==> src/rtl/lps_pkg.sv <==
// Package: shared types of the line-output power sequencer.
// Assumes: nothing beyond IEEE 1800-2017 enum support.
package lps_pkg;

    // Sequencer states; each one fixes the levels of both control outputs.
    typedef enum logic [2:0] {
        ST_OFF       = 3'd0,
        ST_UP_SAVE   = 3'd1,
        ST_UP_SETTLE = 3'd2,
        ST_ON        = 3'd3,
        ST_DN_SAVE   = 3'd4,
        ST_DN_SETTLE = 3'd5
    } seq_state_t;

endpackage

==> src/rtl/lps_req_latch.sv <==
// Module: lps_req_latch
// Registers the enable request once, so the sequencer sees a clean level.
// The level it holds when a sequence ends decides the next sequence.
// Assumes: en_req is synchronous to clk.
module lps_req_latch (
    input  logic clk,
    input  logic rst_n,
    input  logic en_req,
    output logic req_q
);

    // Sample the requested level every cycle; reset requests "off".
    always_ff @(posedge clk) begin
        if (!rst_n) req_q <= 1'b0;
        else        req_q <= en_req;
    end

endmodule

==> src/rtl/lps_settle_timer.sv <==
// Module: lps_settle_timer
// Down-counter for the settling interval. A load makes the next CYCLES
// cycles of run count down, and expired is high in the last of them.
// Assumes: CYCLES >= 1; load and run are never high together.
module lps_settle_timer #(
    parameter int CYCLES = 4
) (
    input  logic clk,
    input  logic rst_n,
    input  logic load,
    input  logic run,
    output logic expired
);

    localparam int W = (CYCLES < 2) ? 1 : $clog2(CYCLES + 1);

    logic [W-1:0] cnt_q;

    // Load the interval, then step down to zero while running.
    always_ff @(posedge clk) begin
        if (!rst_n)                   cnt_q <= '0;
        else if (load)                cnt_q <= W'(CYCLES - 1);
        else if (run && cnt_q != '0)  cnt_q <= cnt_q - 1'b1;
    end

    // Zero count marks the final cycle of the interval.
    always_comb expired = (cnt_q == '0);

endmodule

==> src/rtl/lps_seq_fsm.sv <==
// Module: lps_seq_fsm
// Steps psave and pwr_en one at a time, with psave held high around every
// enable change until the settle timer runs out. Never aborts a sequence.
// Assumes: expired comes from lps_settle_timer loaded by this module's load.
module lps_seq_fsm
    import lps_pkg::*;
(
    input  logic clk,
    input  logic rst_n,
    input  logic req_q,
    input  logic expired,
    output logic load,
    output logic run,
    output logic pwr_en,
    output logic psave,
    output logic busy,
    output logic out_active,
    output logic out_off
);

    seq_state_t state_q, state_d;

    // Hold the state register; reset lands in the powered-down state.
    always_ff @(posedge clk) begin
        if (!rst_n) state_q <= ST_OFF;
        else        state_q <= state_d;
    end

    // Choose the next step; idle states look at the request only.
    always_comb begin
        state_d = state_q;
        unique case (state_q)
            ST_OFF:       if (req_q)   state_d = ST_UP_SAVE;
            ST_UP_SAVE:                state_d = ST_UP_SETTLE;
            ST_UP_SETTLE: if (expired) state_d = ST_ON;
            ST_ON:        if (!req_q)  state_d = ST_DN_SAVE;
            ST_DN_SAVE:                state_d = ST_DN_SETTLE;
            ST_DN_SETTLE: if (expired) state_d = ST_OFF;
            default:                   state_d = ST_OFF;
        endcase
    end

    // Decode control levels, timer controls and status from the state.
    always_comb begin
        psave      = (state_q == ST_UP_SAVE) || (state_q == ST_UP_SETTLE) ||
                     (state_q == ST_DN_SAVE) || (state_q == ST_DN_SETTLE);
        pwr_en     = (state_q == ST_UP_SETTLE) || (state_q == ST_ON) ||
                     (state_q == ST_DN_SAVE);
        load       = (state_q == ST_UP_SAVE) || (state_q == ST_DN_SAVE);
        run        = (state_q == ST_UP_SETTLE) || (state_q == ST_DN_SETTLE);
        busy       = (state_q != ST_OFF) && (state_q != ST_ON);
        out_active = (state_q == ST_ON);
        out_off    = (state_q == ST_OFF);
    end

    AST_ONE_STEP_PER_CYCLE: assert property (@(posedge clk) disable iff (!rst_n)
        !((psave != $past(psave)) && (pwr_en != $past(pwr_en))));

    AST_EN_UNDER_SAVE: assert property (@(posedge clk) disable iff (!rst_n)
        (pwr_en != $past(pwr_en)) |-> (psave && $past(psave)));

    AST_RELEASE_AFTER_SETTLE: assert property (@(posedge clk) disable iff (!rst_n)
        $fell(psave) |-> $past(expired));

    AST_ACTIVE_NORMAL_ONLY: assert property (@(posedge clk) disable iff (!rst_n)
        out_active |-> (pwr_en && !psave));

    AST_OFF_QUIET: assert property (@(posedge clk) disable iff (!rst_n)
        out_off |-> (!pwr_en && !psave && !busy));

    AST_BUSY_UNTIL_RELEASE: assert property (@(posedge clk) disable iff (!rst_n)
        $fell(busy) |-> $fell(psave));

endmodule

==> src/rtl/lineout_pwr_seq.sv <==
// Module: lineout_pwr_seq (top)
// Pop-free power sequencer for a line output: request register, step
// machine and settle timer. SETTLE_CYCLES defaults to SETTLE_MS at CLK_HZ.
// Assumes: en_req synchronous to clk; SETTLE_CYCLES >= 2.
module lineout_pwr_seq #(
    parameter int CLK_HZ        = 125_000_000,
    parameter int SETTLE_MS     = 300,
    parameter int SETTLE_CYCLES = CLK_HZ / 1000 * SETTLE_MS
) (
    input  logic clk,
    input  logic rst_n,
    input  logic en_req,
    output logic pwr_en,
    output logic psave,
    output logic busy,
    output logic out_active,
    output logic out_off
);

    logic req_q;
    logic tmr_load;
    logic tmr_run;
    logic tmr_expired;

    lps_req_latch u_req (
        .clk    (clk),
        .rst_n  (rst_n),
        .en_req (en_req),
        .req_q  (req_q)
    );

    lps_settle_timer #(.CYCLES(SETTLE_CYCLES)) u_tmr (
        .clk     (clk),
        .rst_n   (rst_n),
        .load    (tmr_load),
        .run     (tmr_run),
        .expired (tmr_expired)
    );

    lps_seq_fsm u_fsm (
        .clk        (clk),
        .rst_n      (rst_n),
        .req_q      (req_q),
        .expired    (tmr_expired),
        .load       (tmr_load),
        .run        (tmr_run),
        .pwr_en     (pwr_en),
        .psave      (psave),
        .busy       (busy),
        .out_active (out_active),
        .out_off    (out_off)
    );

endmodule

==> config.mk <==
export PLATFORM = sky130hd
export DESIGN_NAME = lineout_pwr_seq
export DESIGN_NICKNAME = d
export VERILOG_FILES = /design/src/rtl/lps_pkg.sv /design/src/rtl/lps_req_latch.sv /design/src/rtl/lps_settle_timer.sv /design/src/rtl/lps_seq_fsm.sv /design/src/rtl/lineout_pwr_seq.sv
export SDC_FILE = /design/constraint.sdc
export NUM_CORES = 1
export LEC_CHECK = 0
export ABC_AREA = 0
export CORE_MARGIN = 2
export CORE_UTILIZATION = 30
export DETAILED_ROUTE_END_ITERATION = 10
export HOLD_SLACK_MARGIN = 0.1
export PLACE_DENSITY_LB_ADDON = 0.12
export REMOVE_ABC_BUFFERS = 1
export SKIP_LAST_GASP = 1
export SLEW_MARGIN = 10
export SYNTH_ARGS = -nofsm -noshare
export SYNTH_HDL_FRONTEND = slang
export SYNTH_HIERARCHICAL = 1
export SYNTH_SLANG_ARGS = --single-unit
==> constraint.sdc <==
create_clock -name clk -period 2.34 [get_ports clk]
set_input_delay 0.585 -clock clk [delete_from_list [all_inputs] [get_ports clk]]
set_output_delay 0.585 -clock clk [all_outputs]
set_load 0.05 [all_outputs]
==> results.md, run 1 <==
- Synthesis inferred 30 register bits.
- The H-tree was split into 2 levels.
- The total clock buffers created by CTS is 5.
- TritonCTS built the clock tree.
- The number of failing hold endpoints at the final stage was 0.
- The core region is 5540 um2.
- Once the clock tree was built, the resizer swapped 0 gates to a different size.
- Sorting the synthesized cells by how often they occur yields dfxtp_1, nor2_1, nand2_1, o31a_1, o21a_1.
- The root cell of the clock tree is clkbuf_8.
- In this run the deepest clock path goes through 2 buffers.
- Once the floorplan was initialized, standard cells occupied 31.39% of the core.
- The per-instance average area after synthesis is 8.919 um2.
- Compared with the post-synthesis result, the final layout area differs by 13.09%.
- The total count of max-transition violations in the final report is 0.
- The net count of the finished layout is 215.
- The critical path start-end classification is flip-flop to flip-flop.
- The number of global-route vias before repair is 1,366.
- The final-layout worst hold slack is 518.5 ps.
- The synthesized netlist contains 47 unique library cells.
- The startpoint identified for the worst hold timing path is u_tmr/cnt_q[16]$_SDFFE_PP0P_.
- In the post-synthesis netlist, the cell with the most instances is dfxtp_1.
- The post-route minimum period is 2156 ps.
- The worst-path maximum fanout is 17.
- The leakage power figure is 0.7104 nW.
- Timing would allow up to 463.8 MHz.
- Entering global routing, the biggest net connects 18 pins.
- The sum of routed wire length over all layers is 4019 um.
- The slowest stage of the critical path belongs to the cell nor4_1.
- The main flop type after synthesis is dfxtp_1.
- The via count of the routed design is 1,480.
- The yosys synthesis warning count is 6.
- The synthesized design spends more area on one cell type than any other, namely dfxtp_1.
- The number of enable-type register cells in the synthesized netlist is 0.
- The worst supply voltage drop on vdd is 0.3153 mV.
- The power density over the cells is 956.1 nW/um2.
- The total power of the final layout is 0.001881 W.
- The part of the Yosys area used for sequential elements is 34.53%.
- The sum of negative setup slack is 0 ps.
- The total iterations of the first detailed-routing run is 4.
- The number of sinks on the clock net is 30.
- The die covers 6422 um2.
- The kind of cell adding the most delay to the critical path is simple AND/OR/NAND/NOR gates.
- In this run the worst hold path is classified as flip-flop to flip-flop.
- The count of buffers from port buffering is 7.
- The first-pass GRT wire length is 6768 um.
- The number of post-CTS setup repair buffers is 0.
- Setup repair after global routing left no endpoint under its margin.
- Dividing the detail-routed wire length by the instance count gives 14.25 um.
- During I/O placement, the number of pins put on the boundary was 8.
- STA classifies the critical path startpoint as a flip-flop.
- The flow ran to the end, and the final reports show no timing, DRC or antenna violations.
- The number of instances in the synthesized netlist is 195.
- The initial DRC count is 60.
- The die outline width is 80.14 um.
- The number of diodes is 0.
- The sum of buffers and inverters on the critical path is 2.
- The async set-reset flop share out of synthesis is 0%.
- On the worst path, the slowest cell contributes a delay of 510 ps.
- Walking the worst path, the cells encountered are nor4_1 -> nand4_1 -> buf_4 -> o21ai_2 -> buf_4 -> nor4_1 -> o31a_1.
- The required time of the critical path is 2510 ps.
- The clock transition at the registers of the reported paths is 60 ps.
- STA puts the critical path data arrival time at 2320 ps.
- The remaining global-route overflow is 0.
- Using the TritonRoute via totals, the vias-per-cell ratio works out to 5.248.
- Cells with a size suffix above 1 make up 16.19% of the layout.
- After synthesis, the cell types taking the most area are dfxtp_1, o31a_1, o21a_1.
- The final RePlAce weighted congestion is 0.7406.
- At the pin with the least slew margin, the transition time is 737.1 ps.
- The source of the worst register-to-register timing path is u_tmr/cnt_q[18]$_SDFFE_PN0P_.
- In this run the biggest area consumer among cell types represents 34.53% of the synthesized area.
- The count of max-cap constraint violations is 0.
- The share of the clock period used by the worst path is 92.14%.
- The initial antenna violation count is 0.
- In this run the worst setup path begins at u_tmr/cnt_q[18]$_SDFFE_PN0P_.
- The total DRC errors in the routed layout is 0.
- The sum of net half-perimeters after detailed placement is 2875 um.
- The kind of end point of the critical path is a flip-flop.
- The number of hold-repair buffers added at the cts stage is 0.
- The die height is 80.14 um.
- The final antenna-violating net count is 0.
- The cell area after synthesis is 1739 um2.
- Global routing consumed, over all layers together, 13.65% of the routing resources.
- Across the routed clock network, the largest skew measured is 2.143 ps.
- Setup violations remaining at the end of the flow were counted as 0.
- The worst pin sits at a relative slew slack of 50.68%.
- For the worst-skew pair, the clock arrives at the later sink with an insertion delay of 280 ps.
- In this run the core area contains 27 standard-cell rows.
-- final cells by class --
type | count | area, um2
Multi-Input combinational cell | 147 | 1026
Sequential cell | 30 | 600.6
Inverter | 7 | 26.28
Timing Repair Buffer | 19 | 147.6
Clock buffer | 7 | 76.32
Fill cell | 587 | 3573
Tap cell | 72 | 90.09
-- report_power, final --
part | internal (W) | leakage [nW] | switching, W
sequential | 0.000579 | 0.245 | 0.0000946
combinational | 0.000347 | 0.427 | 0.000473
clock | 0.000204 | 0.0383 | 0.000183
total | 0.00113 | 0.710 | 0.000751
-- per-layer routing --
layer  routed length (um)  global-route usage [%]  vias to the layer above
met5                    0                       0                        -
met4                   55                   5.593                        0
met1                 1946                   17.25                      698
met3                  155                   3.371                        6
met2                 1860                   22.08                       23
li1                     -                       -                      753
-- final timing paths --
| check | to | slack, ps | cells past startpoint |
|---|---|---|---|
| worst max-delay path | u_tmr/cnt_q[6]$_SDFFE_PN0P_ | 180 | 7 |
| worst min-delay path | u_tmr/cnt_q[16]$_SDFFE_PP0P_ | 520 | 2 |
| worst max register to register | u_tmr/cnt_q[6]$_SDFFE_PN0P_ | 180 | 7 |
| worst min register to register | u_tmr/cnt_q[16]$_SDFFE_PP0P_ | 520 | 2 |
-- registers in the layout (all words and copies together), names as in the netlist --
register	count
u_fsm/state_q	3
u_tmr/cnt_q	26
u_req/req_q	1
-- cells in the final DEF, fill, tap and decap left out, drive strengths merged, types with 2 or more instances in the layout --
cell / synthesis / final
nand4: 3 / 3
dfxtp: 30 / 30
inv: 7 / 7
nor2: 15 / 15
and2: 3 / 3
buf: 7 / 17
nand3: 3 / 3
a21oi: 7 / 7
clkdlybuf4s50: 0 / 2
o211ai: 5 / 5
xor2: 2 / 2
or2: 2 / 2
nor4: 9 / 9
o21ai: 11 / 11
nor4b: 2 / 2
ha: 2 / 2
nand4b: 2 / 2
xnor2: 6 / 6
nor2b: 2 / 2
o311a: 2 / 2
o31ai: 2 / 2
clkbuf: 4 / 7
or4: 3 / 3
nand2: 12 / 12
o31a: 12 / 12
o41a: 2 / 2
nor3: 9 / 9
o21a: 10 / 10
or3: 11 / 11
-- worst reg2reg max path, cell delays in order, from the launching register on --
cell     delay (ps)
dfxtp_1         340
nor4_1          520
nand4_1         220
buf_4           220
o21ai_2         150
buf_4           250
nor4_1           80
o31a_1          280
-- through the flow --
stage,area [um2],setup slack [ps],cells,utilization (%)
finish,1967,183.8,282,35.50
global route,1967,35.34,282,35.50
CTS,1967,183.9,282,35.50
detailed placement,1891,189.6,275,34.12
global placement,1891,198.8,275,34.12
floorplan,1653,66.31,184,-
-- kinds of logic after synthesis --
logic type | share of synthesized area (%)
mux | 0.5756
simple gates | 28.20
buf+inv | 6.474
flops | 34.53
compound gates | 24.75
fa+ha+maj | 1.439
xor+xnor | 4.029
(Power assumes the default switching activity.)
==> run 2, diff against run 1 <==
--- a/config.mk
+++ b/config.mk
@@ -6,12 +6,14 @@
 export NUM_CORES = 1
 export LEC_CHECK = 0
 export ABC_AREA = 0
+export CAP_MARGIN = 5
 export CORE_MARGIN = 2
 export CORE_UTILIZATION = 30
 export DETAILED_ROUTE_END_ITERATION = 10
 export HOLD_SLACK_MARGIN = 0.1
 export PLACE_DENSITY_LB_ADDON = 0.12
 export REMOVE_ABC_BUFFERS = 1
+export SKIP_CTS_REPAIR_TIMING = 1
 export SKIP_LAST_GASP = 1
 export SLEW_MARGIN = 10
 export SYNTH_ARGS = -nofsm -noshare
==> results of run 2 <==
The final DEF is identical to that of run 1; final timing and power are the same.
==> run 3, diff against run 2 <==
--- a/config.mk
+++ b/config.mk
@@ -6,9 +6,11 @@
 export NUM_CORES = 1
 export LEC_CHECK = 0
 export ABC_AREA = 0
+export ABC_CLOCK_PERIOD_IN_PS = 2210
 export CAP_MARGIN = 5
 export CORE_MARGIN = 2
 export CORE_UTILIZATION = 30
+export CTS_CLUSTER_SIZE = 28
 export DETAILED_ROUTE_END_ITERATION = 10
 export HOLD_SLACK_MARGIN = 0.1
 export PLACE_DENSITY_LB_ADDON = 0.12
==> constraint.sdc (replaced) <==
create_clock -name clk -period 2.21 [get_ports clk]
set_input_delay 0.5525 -clock clk [delete_from_list [all_inputs] [get_ports clk]]
set_output_delay 0.5525 -clock clk [all_outputs]
set_load 0.05 [all_outputs]
==> results.md, run 3 (synthesis gave the netlist of run 1 again) <==
- The run finished with clean final reports.
- The count of non-filler cells in the finished layout is 291.
- The initial antenna violation count is 0.
- The number of failing hold endpoints at the final stage was 0.
- Across all layers, the routed design uses 1,518 vias.
- The number of nets at the end of the flow is 225.
- The core region is 5540 um2.
- Leaving out fill and tap cells, the most frequent cells in the layout are dfxtp_1, buf_4, nor2_1, nand2_1, o31a_1.
- The share of total power dissipated in the clock network is 20.2%.
- The cell sitting at the root of the clock tree is a clkbuf_8.
- The number of core rows is 27.
- The number of global-route vias before repair is 1,406.
- The kind of end point of the critical path is a flip-flop.
- Setup repair after global routing left no endpoint under its margin.
- The number of sinks on the clock net is 30.
- In the final layout, the registers with the most flip-flops are u_tmr/cnt_q x26, u_fsm/state_q x3, u_req/req_q x1.
- The first routing iteration left 52 violations.
- The part of the total power dissipated in sequential elements is 33.0%.
- The count of buffers from port buffering is 7.
- The clock tree from TritonCTS is yes.
- The setup slack of the critical path after layout is 155.4 ps.
- The cell count after placement is 285.
- Once the floorplan was initialized, standard cells occupied 31.39% of the core.
- In this design, the largest share of critical-path delay is due to simple AND/OR/NAND/NOR gates.
- Summing all non-filler instances in the final layout gives an area of 2117 um2.
- The remaining global-route overflow is 0.
- For this run, the top clock speed supported by timing is 486.7 MHz.
- CTS built an H-tree with a depth of 2.
- The category of the worst setup path launch point is a flip-flop.
- Along the worst path, the maximum fanout reaches 5.
- The setup slack at placement is 91.61 ps.
- The congestion estimate from routability-driven global placement came to 0.7923.
- For this block, the routed nets add up to 4186 um of wire.
- The total routing resource utilization after global routing is 14.09%.
- The transition at the pin with the smallest max-transition slack is 527.8 ps.
- The number of flip-flops in the largest register is 26.
- Net switching is 38.26% of the power.
- After clock tree synthesis, the clock-pin slew on the worst setup and hold paths is 60 ps.
- Subtracting the final worst setup slack from the clock period gives 2055 ps.
- At the worst endpoint, the arrival time is 2210 ps.
- Measured against its own limit, the worst slew margin works out to 64.71%.
- The first global-routing pass estimated 6975 um of wire.
- The required time of the critical path is 2370 ps.
- The delay of the slowest cell on the worst path is 580 ps.
- The critical path goes through or4_1 -> or3_4 -> o41a_1 -> o31a_1.
- The die height is 80.14 um.
- The register bank with the most flops is u_tmr/cnt_q.
- The count of nets left with antenna violations once routing finished came out at 0.
- The classification of the worst-slack hold path is flip-flop to flip-flop.
- The internal power contribution is 0.001315 W.
- Per report_power, the combinational group accounts for 46.9% of the total.
- The critical path is of the flip-flop to flip-flop type.
- Setup violations remaining at the end of the flow were counted as 0.
- The total count of max-transition violations in the final report is 0.
- The die covers 6422 um2.
- Counting both buffers and inverters, the worst setup path holds a total of 0.
- For this design, the slowest cell found on the critical path is or4_1.
- The library cell used most frequently in the layout, excluding fill and tap cells, is dfxtp_1.
- The clock reaches the later pin of the worst-skew pair after 270 ps.
- For the final database, setup skew stands at 4.649 ps.
- Summed over all cells, the static leakage comes to 0.7841 nW.
- After detailed routing, the number of vias per cell comes to 5.216.
- After detailed routing, the average wire length per cell comes to 14.38 um.
- The total power of the final layout is 0.002129 W.
- The tool flagged a number of max-cap violations equal to 0.
- The sum of negative setup slack is 0 ps.
- Measured along the x axis, the die boundary spans 80.14 um.
- The boundary pin count is 8.
- The fraction of final layout cells sized beyond drive strength 1 is 21.00%.
- The total placed instance area is 2028 um2.
- The number of diodes is 0.
- The largest net degree at the start of global routing is 20.
- After legalization and detailed placement, the total HPWL measured 3062 um.
- The area growth from synthesis to layout is 21.73%.
- After layout, the worst path uses 92.97% of the clock period.
- The analysis attributes to net switching a power of 0.0008145 W.
- The worst supply voltage drop on vdd is 0.3605 mV.
- TritonCTS created 5 clock buffers.
- The total DRC errors in the routed layout is 0.
- Dividing total power by cell area gives a power density of 1006 nW/um2.
- The longest clock path from root to sink contains 2 buffers.
- The total iterations of the first detailed-routing run is 4.
[run 3: cell count changes in the layout (fill, tap and decap cells not counted), sizes merged]
cell    delta
buf       +10
clkbuf     -1
[run 3: worst paths after layout]
| check | depth (start not counted) | endpoint | from | slack [ps] |
|---|---|---|---|---|
| worst max-delay path | 4 | u_tmr/cnt_q[19]$_SDFFE_PN0P_ | u_tmr/cnt_q[14]$_SDFFE_PP0P_ | 160 |
| worst min-delay path | 2 | u_tmr/cnt_q[17]$_SDFFE_PP0P_ | u_tmr/cnt_q[17]$_SDFFE_PP0P_ | 520 |
| worst max register to register | 4 | u_tmr/cnt_q[19]$_SDFFE_PN0P_ | u_tmr/cnt_q[14]$_SDFFE_PP0P_ | 160 |
| worst min register to register | 2 | u_tmr/cnt_q[17]$_SDFFE_PP0P_ | u_tmr/cnt_q[17]$_SDFFE_PP0P_ | 520 |
[run 3: power groups by stage]
| stage | clock network (W) | registers (W) | logic (W) |
|---|---|---|---|
| floorplan | 0 | 0.000703 | 0.000605 |
| global placement | 0 | 0.000708 | 0.000980 |
| detailed placement | 0 | 0.000712 | 0.000993 |
| CTS | 0.000448 | 0.000700 | 0.000998 |
| global route | 0.000473 | 0.000718 | 0.00110 |
| finish | 0.000430 | 0.000702 | 0.000998 |
[run 3: stage by stage]
stage	utilization, %	hold slack [ps]
2_1_floorplan	-	475.4
5_1_grt	38.21	556.7
3_5_place_dp	36.61	502.3
4_1_cts	38.10	512.6
3_3_place_gp	36.61	493.8
6_report	38.21	524.9
[run 3: area by class of cell]
class	count	area, um2
fillers	577	3423
well taps	72	90.09
clock buffers	6	82.58
inverters	7	26.28
repair buffers	29	285.3
flip-flops and latches	30	600.6
multi-input cells	147	1032
[run 3: metal layers]
layer | track usage [%] | share of wire [%] | vias up
met5 | 0 | 0 | -
li1 | - | - | 780
met3 | 3.820 | 3.5 | 7
met1 | 17.88 | 48 | 709
met2 | 23.08 | 47 | 22
met4 | 4.576 | 1.3 | 0
[run 3: worst register-to-register path, cell delays in order (launching register included)]
cell and delay, ps:
dfxtp_1 330, or4_1 580, or3_4 370, o41a_1 410
o31a_1 250
